### config.mk
export PLATFORM = sky130hd
export DESIGN_NAME = seg_xlat
export DESIGN_NICKNAME = d
export VERILOG_FILES = /design/src/rtl/segx_pkg.sv /design/src/rtl/segx_cfg.sv /design/src/rtl/segx_decode.sv /design/src/rtl/segx_pager.sv /design/src/rtl/seg_xlat.sv
export SDC_FILE = /design/constraint.sdc
export NUM_CORES = 1
export LEC_CHECK = 0
export BUFFER_PORTS_ARGS = -buffer_cell sky130_fd_sc_hd__buf_2
export CORE_ASPECT_RATIO = 2
export CORE_UTILIZATION = 44
export DETAILED_ROUTE_END_ITERATION = 8
export PLACE_DENSITY = 0.68
export RECOVER_POWER = 50
export SLEW_MARGIN = 25
export SYNTH_ARGS = -nofsm -noshare
export SYNTH_HDL_FRONTEND = slang
export SYNTH_HIERARCHICAL = 1
export SYNTH_SLANG_ARGS = --single-unit
### constraint.sdc
create_clock -name clk -period 3.7 [get_ports clk]
set_input_delay 0.74 -clock clk [delete_from_list [all_inputs] [get_ports clk]]
set_output_delay 0.74 -clock clk [all_outputs]
set_load 0.1 [all_outputs]
### src/rtl/segx_pkg.sv
package segx_pkg;

    localparam int VA_W        = 32;
    localparam int SEG_W       = 4;
    localparam int NUM_SEG     = 1 << SEG_W;
    localparam int PAGE_W      = 13;
    localparam int PPN_W       = VA_W - PAGE_W;
    localparam int OFS_W       = VA_W - SEG_W;
    localparam int CFG_W       = 32;
    localparam int SEG_PER_REG = CFG_W / SEG_W;

    localparam logic [SEG_W-1:0] USER_LIMIT_SEG = SEG_W'(11);

    typedef enum logic [1:0] {
        XK_LINEAR = 2'd0,
        XK_PAGED  = 2'd1,
        XK_FAULT  = 2'd2
    } xk_e;

    typedef enum logic [1:0] {
        FC_NONE    = 2'd0,
        FC_CEILING = 2'd1,
        FC_NULLPG  = 2'd2,
        FC_MISS    = 2'd3
    } fcause_e;

    typedef struct packed {
        xk_e              kind;
        fcause_e          cause;
        logic [VA_W-1:0]  paddr;
    } xres_t;

    typedef enum logic {
        PG_IDLE = 1'b0,
        PG_WAIT = 1'b1
    } pg_state_e;

    function automatic logic [CFG_W-1:0] ident_bases(input int first);
        logic [CFG_W-1:0] r;
        r = '0;
        for (int i = 0; i < SEG_PER_REG; i++) begin
            r[i*SEG_W +: SEG_W] = SEG_W'(first + i);
        end
        return r;
    endfunction

endpackage

### src/rtl/segx_cfg.sv
module segx_cfg
    import segx_pkg::*;
(
    input  logic                            clk,
    input  logic                            rst,
    input  logic                            mode_we,
    input  logic [NUM_SEG-1:0]              mode_wdata,
    input  logic                            base_hi_we,
    input  logic                            base_lo_we,
    input  logic [CFG_W-1:0]                base_wdata,
    output logic [NUM_SEG-1:0]              seg_paged,
    output logic [NUM_SEG-1:0][SEG_W-1:0]   seg_base
);

    logic [NUM_SEG-1:0] mode_q;
    logic [CFG_W-1:0]   lo_q;
    logic [CFG_W-1:0]   hi_q;

    always_ff @(posedge clk) begin
        if (rst) begin
            mode_q <= '0;
            lo_q   <= ident_bases(0);
            hi_q   <= ident_bases(SEG_PER_REG);
        end else begin
            if (mode_we)    mode_q <= mode_wdata;
            if (base_lo_we) lo_q   <= base_wdata;
            if (base_hi_we) hi_q   <= base_wdata;
        end
    end

    assign seg_paged = mode_q;

    for (genvar s = 0; s < NUM_SEG; s++) begin : g_base
        if (s < SEG_PER_REG) begin : g_lo
            assign seg_base[s] = lo_q[s*SEG_W +: SEG_W];
        end else begin : g_hi
            assign seg_base[s] = hi_q[(s-SEG_PER_REG)*SEG_W +: SEG_W];
        end
    end

    AST_MODE_LOAD: assert property (@(posedge clk) disable iff (rst)
        mode_we |=> seg_paged == $past(mode_wdata));

    AST_BASE_F_LOAD: assert property (@(posedge clk) disable iff (rst)
        base_hi_we |=> seg_base[NUM_SEG-1] == $past(base_wdata[CFG_W-1 -: SEG_W]));

endmodule

### src/rtl/segx_decode.sv
module segx_decode
    import segx_pkg::*;
(
    input  logic [VA_W-1:0]                 vaddr,
    input  logic                            user,
    input  logic [NUM_SEG-1:0]              seg_paged,
    input  logic [NUM_SEG-1:0][SEG_W-1:0]   seg_base,
    output xres_t                           res
);

    logic [SEG_W-1:0] seg;
    logic             in_null_page;

    assign seg          = vaddr[VA_W-1 -: SEG_W];
    assign in_null_page = (vaddr[VA_W-1:PAGE_W] == '0);

    always_comb begin
        res.kind  = XK_LINEAR;
        res.cause = FC_NONE;
        res.paddr = {seg_base[seg], vaddr[OFS_W-1:0]};
        if (user && (seg >= USER_LIMIT_SEG)) begin
            res.kind  = XK_FAULT;
            res.cause = FC_CEILING;
            res.paddr = '0;
        end else if (seg_paged[seg]) begin
            if (in_null_page) begin
                res.kind  = XK_FAULT;
                res.cause = FC_NULLPG;
                res.paddr = '0;
            end else begin
                res.kind  = XK_PAGED;
                res.paddr = vaddr;
            end
        end
    end

endmodule

### src/rtl/segx_pager.sv
module segx_pager
    import segx_pkg::*;
(
    input  logic               clk,
    input  logic               rst,
    input  logic               acc,
    input  xres_t              dec,
    output logic               in_ready,
    input  logic               walk_hit,
    input  logic               walk_miss,
    input  logic [PPN_W-1:0]   walk_ppn,
    output logic               walk_req,
    output logic [VA_W-1:0]    walk_vaddr,
    output logic               res_valid,
    output logic [VA_W-1:0]    res_paddr,
    output logic               res_fault,
    output fcause_e            res_cause
);

    pg_state_e state_q;

    assign in_ready = (state_q == PG_IDLE);

    always_ff @(posedge clk) begin
        if (rst) begin
            state_q    <= PG_IDLE;
            walk_req   <= 1'b0;
            walk_vaddr <= '0;
            res_valid  <= 1'b0;
            res_paddr  <= '0;
            res_fault  <= 1'b0;
            res_cause  <= FC_NONE;
        end else begin
            res_valid <= 1'b0;
            res_fault <= 1'b0;
            res_cause <= FC_NONE;
            case (state_q)
                PG_IDLE: begin
                    if (acc) begin
                        case (dec.kind)
                            XK_PAGED: begin
                                walk_req   <= 1'b1;
                                walk_vaddr <= dec.paddr;
                                state_q    <= PG_WAIT;
                            end
                            XK_FAULT: begin
                                res_valid <= 1'b1;
                                res_fault <= 1'b1;
                                res_cause <= dec.cause;
                                res_paddr <= '0;
                            end
                            default: begin
                                res_valid <= 1'b1;
                                res_paddr <= dec.paddr;
                            end
                        endcase
                    end
                end
                PG_WAIT: begin
                    if (walk_hit) begin
                        res_valid <= 1'b1;
                        res_paddr <= {walk_ppn, walk_vaddr[PAGE_W-1:0]};
                        walk_req  <= 1'b0;
                        state_q   <= PG_IDLE;
                    end else if (walk_miss) begin
                        res_valid <= 1'b1;
                        res_fault <= 1'b1;
                        res_cause <= FC_MISS;
                        res_paddr <= '0;
                        walk_req  <= 1'b0;
                        state_q   <= PG_IDLE;
                    end
                end
                default: state_q <= PG_IDLE;
            endcase
        end
    end

    AST_WALK_HELD: assert property (@(posedge clk) disable iff (rst)
        (walk_req && !walk_hit && !walk_miss) |=> walk_req && $stable(walk_vaddr));

    AST_NO_ACCEPT_IN_WALK: assert property (@(posedge clk) disable iff (rst)
        walk_req |-> !in_ready);

    AST_HIT_RESULT: assert property (@(posedge clk) disable iff (rst)
        (walk_req && walk_hit) |=> res_valid && !res_fault && !walk_req &&
            res_paddr == {$past(walk_ppn), $past(walk_vaddr[PAGE_W-1:0])});

    AST_MISS_RESULT: assert property (@(posedge clk) disable iff (rst)
        (walk_req && walk_miss && !walk_hit) |=> res_valid && res_fault && res_cause == FC_MISS);

    AST_FAULT_ONLY_IN_RESULT: assert property (@(posedge clk) disable iff (rst)
        res_fault |-> res_valid && res_paddr == '0);

endmodule

### src/rtl/seg_xlat.sv
module seg_xlat
    import segx_pkg::*;
(
    input  logic               clk,
    input  logic               rst,
    input  logic               mode_we,
    input  logic [15:0]        mode_wdata,
    input  logic               base_hi_we,
    input  logic               base_lo_we,
    input  logic [31:0]        base_wdata,
    input  logic               req_valid,
    output logic               req_ready,
    input  logic [31:0]        req_vaddr,
    input  logic               req_user,
    output logic               res_valid,
    output logic [31:0]        res_paddr,
    output logic               res_fault,
    output logic [1:0]         res_cause,
    output logic               walk_req,
    output logic [31:0]        walk_vaddr,
    input  logic               walk_hit,
    input  logic [18:0]        walk_ppn,
    input  logic               walk_miss
);

    logic [NUM_SEG-1:0]             seg_paged;
    logic [NUM_SEG-1:0][SEG_W-1:0]  seg_base;
    xres_t                          dec;
    fcause_e                        cause;
    logic                           acc;

    assign acc = req_valid && req_ready;

    segx_cfg u_cfg (
        .clk        (clk),
        .rst        (rst),
        .mode_we    (mode_we),
        .mode_wdata (mode_wdata),
        .base_hi_we (base_hi_we),
        .base_lo_we (base_lo_we),
        .base_wdata (base_wdata),
        .seg_paged  (seg_paged),
        .seg_base   (seg_base)
    );

    segx_decode u_dec (
        .vaddr     (req_vaddr),
        .user      (req_user),
        .seg_paged (seg_paged),
        .seg_base  (seg_base),
        .res       (dec)
    );

    segx_pager u_pg (
        .clk        (clk),
        .rst        (rst),
        .acc        (acc),
        .dec        (dec),
        .in_ready   (req_ready),
        .walk_hit   (walk_hit),
        .walk_miss  (walk_miss),
        .walk_ppn   (walk_ppn),
        .walk_req   (walk_req),
        .walk_vaddr (walk_vaddr),
        .res_valid  (res_valid),
        .res_paddr  (res_paddr),
        .res_fault  (res_fault),
        .res_cause  (cause)
    );

    assign res_cause = cause;

    AST_USER_CEILING: assert property (@(posedge clk) disable iff (rst)
        (acc && req_user && req_vaddr[VA_W-1 -: SEG_W] >= USER_LIMIT_SEG)
            |=> res_valid && res_fault && res_cause == 2'd1);

    AST_LINEAR_OFFSET: assert property (@(posedge clk) disable iff (rst)
        (acc && !(req_user && req_vaddr[VA_W-1 -: SEG_W] >= USER_LIMIT_SEG) &&
         !seg_paged[req_vaddr[VA_W-1 -: SEG_W]])
            |=> res_valid && !res_fault &&
                res_paddr[OFS_W-1:0] == $past(req_vaddr[OFS_W-1:0]));

    AST_NULL_PAGE: assert property (@(posedge clk) disable iff (rst)
        (acc && !req_user && seg_paged[0] && req_vaddr < 32'h2000)
            |=> res_fault && res_cause == 2'd2 && !walk_req);

    AST_WALK_START: assert property (@(posedge clk) disable iff (rst)
        (acc && !req_user && seg_paged[req_vaddr[VA_W-1 -: SEG_W]] && req_vaddr >= 32'h2000)
            |=> walk_req && walk_vaddr == $past(req_vaddr) && !res_valid);

endmodule

==> impl_metrics.env, run 1 <==
export IMPL_htree_levels=4
export IMPL_track_usage_pct=24.2
export IMPL_ant_nets=0
export IMPL_grt_max_degree=76
export IMPL_power_frac_comb_pct=24.7
export IMPL_hp_class="flop to flop"
export IMPL_clock_sinks=150
export IMPL_drv_cap=1
export IMPL_grt_overflow=0
export IMPL_synth_area_top_cells="dfxtp_1 (43%), mux2i_1 (7.4%), a211oi_2 (5.3%)"
export IMPL_cts_setup_buffers=0
export IMPL_crit_top_cell="buf_4"
export IMPL_p_leak_nw=3.44
export IMPL_max_stage_delay_ns=0.46
export IMPL_wirelength_um=19700
export IMPL_rsz0062_at_grt="false"
export IMPL_syn_num_nets=802
export IMPL_finClkSkew_ns=0.00821
export IMPL_period_needed_ns=2.92
export IMPL_hold_buffers=0
export IMPL_clockBufferDepth=2
export IMPL_ys_seq_area_share_pct=42.6
export IMPL_clkLatencyLatePin_ns=0.41
export IMPL_multiInputGateArea_mm2=0.00358
export IMPL_gp_congestion=0.812
export IMPL_crit_chain="buf_2 > buf_4 > nor4_1 > and4_1 > nor3b_1 > nand2b_1 > buf_4 > a211oi_1 > a211oi_2"
export IMPL_dr_total_vias=5827
export IMPL_port_buffers=177
export IMPL_cts_root_buf="clkbuf_16"
export IMPL_tightest_slew_ns=1.58
export IMPL_die_area_mm2=0.0165
export IMPL_nFillCells=1475
export IMPL_swShare_pct=34.4
export IMPL_cp_required_ns=3.93
export IMPL_core_mm2=0.0157
export IMPL_routedWlPerCell_um=18.8
export IMPL_synth_top_cell_area_share_pct=42.6
export IMPL_antenna_found_initial=1
export IMPL_syn_area_mm2=0.00704
export IMPL_violations="capacitance limit, slew limit"
export IMPL_grt_pass1_wl_um=31100
export IMPL_synthXorXnorAreaFrac_pct=0
export IMPL_critPathMaxFanout=19
export IMPL_yosys_area_top_type="dfxtp_1"
export IMPL_place_ws_ns=0.532
export IMPL_die_x_um=91.5
export IMPL_yosys_area_share_adder_pct=0
export IMPL_areaGrowthSynthToFinish_pct=18.9
export IMPL_synth_edf_count=0
export IMPL_remaining_drc_errors=0
export IMPL_crit_type="input pin to flop"
export IMPL_synth_compound_gate_area_share_pct=21.5
export IMPL_clock_power_share_pct=35.3
export IMPL_ys_types=45
export IMPL_hpwl_um=13600
export IMPL_clk_pin_slew_worst_paths_ns=0.06
export IMPL_setup_ws_ns=0.776
export IMPL_muxShareOfSynthArea_pct=14.1
export IMPL_slowest_stage="nor3b_1"
export IMPL_ir_drop_mv=0.345
export IMPL_slew_headroom_pct=-5.29
export IMPL_async_reset_ff_share_pct=0
export IMPL_powerDensity_mw_per_mm2=539
export IMPL_crit_path_start_kind="input pin"
export IMPL_run_status="finished, violations left"
export IMPL_cts_tree="yes"
export IMPL_cp_end_kind="flop"
export IMPL_regArea_mm2=0.00300
export IMPL_drive_gt1_share_pct=29.2
export IMPL_synthSimpleGateAreaFrac_pct=15.1
export IMPL_drtPass1Iterations=4
export IMPL_cts_buffers=17
export IMPL_internal_power_w=0.00296
export IMPL_start_util_pct=44.9
export IMPL_seqPwrFrac_pct=40.0
export IMPL_viasPerCell=5.56
export IMPL_first_iter_violations=279
export IMPL_hold_viol=0
export IMPL_final_setup_tns_ns=0
export IMPL_synth_warnings=6
export IMPL_totalPowerFinal_w=0.00451
export IMPL_fin_util_pct=53.3
export IMPL_nNetsFinal=944
export IMPL_synth_top_family_by_area="compound AO/OA/AOI/OAI gates"
export IMPL_slew_viol_final=76
export IMPL_io_pins=178
export IMPL_row_count=65
export IMPL_die_height_um=181
export IMPL_post_cts_resized=0
export IMPL_synth_area_per_cell_um2=10.1
export IMPL_ys_ff_latch=150
export IMPL_ys_dominant_reg_cell="dfxtp_1"
export IMPL_reg2reg_slack_ns=1.16
export IMPL_setup_violations=0
export IMPL_grt_pass1_vias=5861
export IMPL_syn_inst=694
export IMPL_arrival_ns=3.16
export IMPL_fin_crit_sh_pct=79.0
export IMPL_power_switching_w=0.00155
export IMPL_max_freq_ghz=0.342
export IMPL_hold_ws_ns=0.458
==> power by group through the flow <==
stage / sequential, W / clock, W / combinational (W)
final: 0.00180 / 0.00159 / 0.00112
after global routing: 0.00181 / 0.00169 / 0.00118
after CTS: 0.00180 / 0.00163 / 0.00113
after detailed placement: 0.00184 / 0 / 0.00112
after global placement: 0.00183 / 0 / 0.00111
after floorplan: 0.00225 / 0 / 0.000476
==> path summary, 6_finish.rpt <==
kind                            depth (start not counted)                   to           startpoint
worst min register to register                          2  u_pg/walk_vaddr[25]  u_pg/walk_vaddr[25]
worst min-delay path                                    2  u_pg/walk_vaddr[25]  u_pg/walk_vaddr[25]
worst max register to register                          8   u_pg/res_paddr[27]   u_cfg/seg_paged[8]
worst max-delay path                                    9   u_pg/res_paddr[27]        req_vaddr[28]
==> cell usage after synthesis (all sizes together) (3+ instances only) <==
cell type	instances
nand2b	4
nand3	6
a32oi	32
mux4	19
dfxtp	150
nor2b	28
and2b	11
clkbuf	19
a211o	32
a211oi	65
and2	32
a21oi	38
nor2	52
nor4	4
buf	53
nand2	70
inv	3
mux2i	52
==> routing by layer <==
layer  global-route usage (%)  share of wire, %  wire [µm]
met3                     4.29               5.1        997
met5                        0                 0          0
met2                     44.8                55      10800
met1                     26.5                37       7290
met4                     10.5               2.9        574
==> placed cells by master, fill, tap and decap left out, drive strengths merged, types with 6 or more instances in the layout <==
| master | synthesis | routed |
|---|---|---|
| nand3 | 6 | 6 |
| nand2 | 70 | 70 |
| a211oi | 65 | 65 |
| a211o | 32 | 32 |
| clkbuf | 19 | 50 |
| clkinv | 1 | 7 |
| a32oi | 32 | 32 |
| and2 | 32 | 32 |
| and2b | 11 | 11 |
| dfxtp | 150 | 150 |
| mux4 | 19 | 19 |
| a21oi | 38 | 38 |
| buf | 53 | 162 |
| nor2 | 52 | 52 |
| mux2i | 52 | 52 |
| nor2b | 28 | 28 |
==> registers in the layout, indices dropped and copies added (netlist names) <==
register,count
u_cfg/lo_q,32
u_pg/res_paddr,32
u_pg/res_fault,1
u_pg/res_cause,2
u_pg/state_q,1
u_pg/res_valid,1
u_pg/walk_req,1
u_cfg/hi_q,32
u_pg/walk_vaddr,32
u_cfg/seg_paged,16
==> cell type report <==
type                       count  area share, %
clock buffer                  17           5.08
clock inverter                12           1.29
timing repair buffer         195           11.8
inverter                       4          0.179
sequential                   150           35.9
multi-input combinational    468           42.7
antenna                        1         0.0299
tap                          201           3.00
==> critical path: cells and delay by family <==
kind	cells	cell delay (ns)
buffers and inverters	3	0.90
AO/OA/AOI/OAI	2	0.51
AND/OR/NAND/NOR	4	0.97
==> through the flow <==
stage               std cells  instance area [µm²]
finish                   1048                 8370
global route             1048                 8370
CTS                      1047                 8430
detailed placement       1018                 7890
global placement         1018                 7890
floorplan                 694                 7040
==> kinds of logic after synthesis <==
logic type | Yosys count
multiplexers | 73
AO/OA/AOI/OAI | 180
AND/OR/NAND/NOR | 215
buffers and inverters | 76
flip-flops | 150
No activity file was read; power rests on OpenSTA's default activity.
==> inputs of run 2 (changes only) <==
--- a/config.mk
+++ b/config.mk
@@ -9,7 +9,7 @@
 export CORE_ASPECT_RATIO = 2
 export CORE_UTILIZATION = 44
 export DETAILED_ROUTE_END_ITERATION = 8
-export PLACE_DENSITY = 0.68
+export PLACE_DENSITY = 0.71
 export RECOVER_POWER = 50
 export SLEW_MARGIN = 25
 export SYNTH_ARGS = -nofsm -noshare
==> constraint.sdc (replaced) <==
create_clock -name clk -period 2.59 [get_ports clk]
set_input_delay 0.518 -clock clk [delete_from_list [all_inputs] [get_ports clk]]
set_output_delay 0.518 -clock clk [all_outputs]
set_load 0.1 [all_outputs]
==> run 2 against run 1 <==
The flow now finishes without violations. Total power increased by 49%. Critical endpoint is now u_pg/res_valid. Register-to-register slack got worse by 0.93 ns. Clock-buffer cell count increased by 5. Wire length about the same. Non-clock buffer count grew 37. Sequential power is 43% higher. First-iteration DRC count is 20% lower. Critical path depth grew 1.
==> impl_metrics.env, run 2 (synthesis gave the netlist of run 1 again) <==
export IMPL_powerDensity_mw_per_mm2=754
export IMPL_core_mm2=0.0157
export IMPL_drtPass1Iterations=4
export IMPL_hold_ws_ns=0.319
export IMPL_reg2reg_slack_ns=0.23
export IMPL_nNetsFinal=982
export IMPL_cp_required_ns=2.87
export IMPL_routedWlPerCell_um=18.1
export IMPL_r2r_start="u_cfg/seg_paged[10]"
export IMPL_hp_class="input pin to flop"
export IMPL_row_count=65
export IMPL_p_leak_nw=3.72
export IMPL_hold_buffers=0
export IMPL_num_antenna_cells=0
export IMPL_fin_crit_sh_pct=94.0
export IMPL_final_cells=1088
export IMPL_crit_path_end="u_pg/res_valid"
export IMPL_dr_total_vias=5980
export IMPL_arrival_ns=2.71
export IMPL_die_height_um=181
export IMPL_port_buffers=177
export IMPL_cts_tree="yes"
export IMPL_slew_headroom_pct=11.8
export IMPL_clkLatencyLatePin_ns=0.42
export IMPL_dp_cells=1055
export IMPL_r2r_end="u_pg/res_valid"
export IMPL_final_cell_mix="buf_2 (150), dfxtp_1 (150), nand2_1 (70)"
export IMPL_grt_pass1_vias=6134
export IMPL_reg2reg_depth=8
export IMPL_htree_levels=4
export IMPL_viasPerCell=5.50
export IMPL_max_freq_ghz=0.411
export IMPL_remaining_drc_errors=0
export IMPL_gp_congestion=0.808
export IMPL_hpwl_um=14100
export IMPL_grt_overflow=0
export IMPL_die_x_um=91.5
export IMPL_io_pins=178
export IMPL_start_util_pct=44.9
export IMPL_cp_end_kind="flop"
export IMPL_clk_pin_slew_worst_paths_ns=0.06
export IMPL_finClkSkew_ns=0.0102
export IMPL_grt_max_degree=63
export IMPL_grt_pass1_wl_um=30800
export IMPL_drive_gt1_share_pct=36.1
export IMPL_drv_cap=0
export IMPL_rsz0062_at_grt="false"
export IMPL_track_usage_pct=23.8
export IMPL_die_area_mm2=0.0165
export IMPL_antenna_found_initial=0
export IMPL_ant_nets=0
export IMPL_slew_viol_final=0
export IMPL_cts_root_buf="clkbuf_16"
export IMPL_startpoint="req_vaddr[28]"
export IMPL_cts_buffers=17
export IMPL_run_status="completed"
export IMPL_setup_violations=0
export IMPL_whs_path_depth=2
export IMPL_clockBufferDepth=2
export IMPL_hold_viol=0
export IMPL_critPathMaxFanout=16
export IMPL_nFillCells=1401
export IMPL_areaGrowthSynthToFinish_pct=26.9
export IMPL_tightest_slew_ns=1.32
export IMPL_crit_path_start_kind="input pin"
export IMPL_period_needed_ns=2.43
export IMPL_wirelength_um=19600
export IMPL_clock_sinks=150
export IMPL_crit_type="input pin to flop"
export IMPL_ir_drop_mv=0.473
export IMPL_first_iter_violations=222
run 2: cell count changes in the layout (fill, tap and decap cells not counted), moves of 2 or more:
cell      change
buf_12        +5
buf_4        +31
clkbuf_1      +2
a211oi_1     -30
a211oi_2     +30
buf_2         +4
clkinv_2      -3
run 2: worst min path at each step:
stage | from | end | slack [ns]
after CTS | base_wdata[28] | u_cfg/lo_q[28] | 0.31
after global placement | u_pg/walk_vaddr[21] | u_pg/walk_vaddr[21] | 0.44
after floorplan | u_cfg/hi_q[6] | u_cfg/hi_q[6] | 0.45
final | base_wdata[28] | u_cfg/lo_q[28] | 0.32
after global routing | base_wdata[23] | u_cfg/hi_q[23] | 0.31
after detailed placement | u_pg/walk_vaddr[29] | u_pg/walk_vaddr[29] | 0.44
run 2: worst max-delay path: stages:
cell	delay [ns]
buf_2	0.16
buf_12	0.17
mux2_2	0.33
o21ai_0	0.30
o22ai_4	0.13
a21oi_2	0.21
inv_2	0.08
nand2b_4	0.16
a21o_2	0.42
nor2b_1	0.22
run 2: report_power, final:
group	internal (W)	switching, W
clock network	0.00145	0.000973
logic	0.000547	0.00119
registers	0.00248	0.000104
total	0.00448	0.00226
run 2: area by class of cell:
class	count	area (µm²)	share of cell area [%]
clock buffer	22	454	5.08
multi-input combinational	469	3760	42.1
inverter	4	15.0	0.168
timing repair buffer	232	1330	14.9
tap	201	251	2.81
clock inverter	10	123	1.37
sequential	150	3000	33.6
run 2: metal layers:
| layer | vias to the layer above | track usage (%) | part of all wire, % |
|---|---|---|---|
| met5 | - | 0 | 0 |
| met3 | 45 | 4.55 | 4.6 |
| li1 | 2902 | - | - |
| met4 | 0 | 11.5 | 3.4 |
| met2 | 202 | 45.4 | 55 |
| met1 | 2831 | 24.2 | 37 |
run 2: repair_timing:
item | in CTS | in global routing
resized for setup | 0 | 0
setup endpoints to repair | 0 | 1
setup buffers | 0 | 0
run 2: through the flow:
| step | worst slack (ns) | setup TNS (ns) | area [µm²] | power [W] | utilization, % |
|---|---|---|---|---|---|
| floorplan | -0.0649 | -1.94 | 7250 | 0.00398 | - |
| global placement | -0.205 | -9.43 | 8410 | 0.00434 | 53.6 |
| detailed placement | -0.248 | -13.30 | 8410 | 0.00436 | 53.6 |
| CTS | 0.169 | 0 | 8990 | 0.00678 | 57.3 |
| global route | 0.0000959 | 0 | 8940 | 0.00699 | 56.9 |
| finish | 0.156 | 0 | 8940 | 0.00674 | 56.9 |
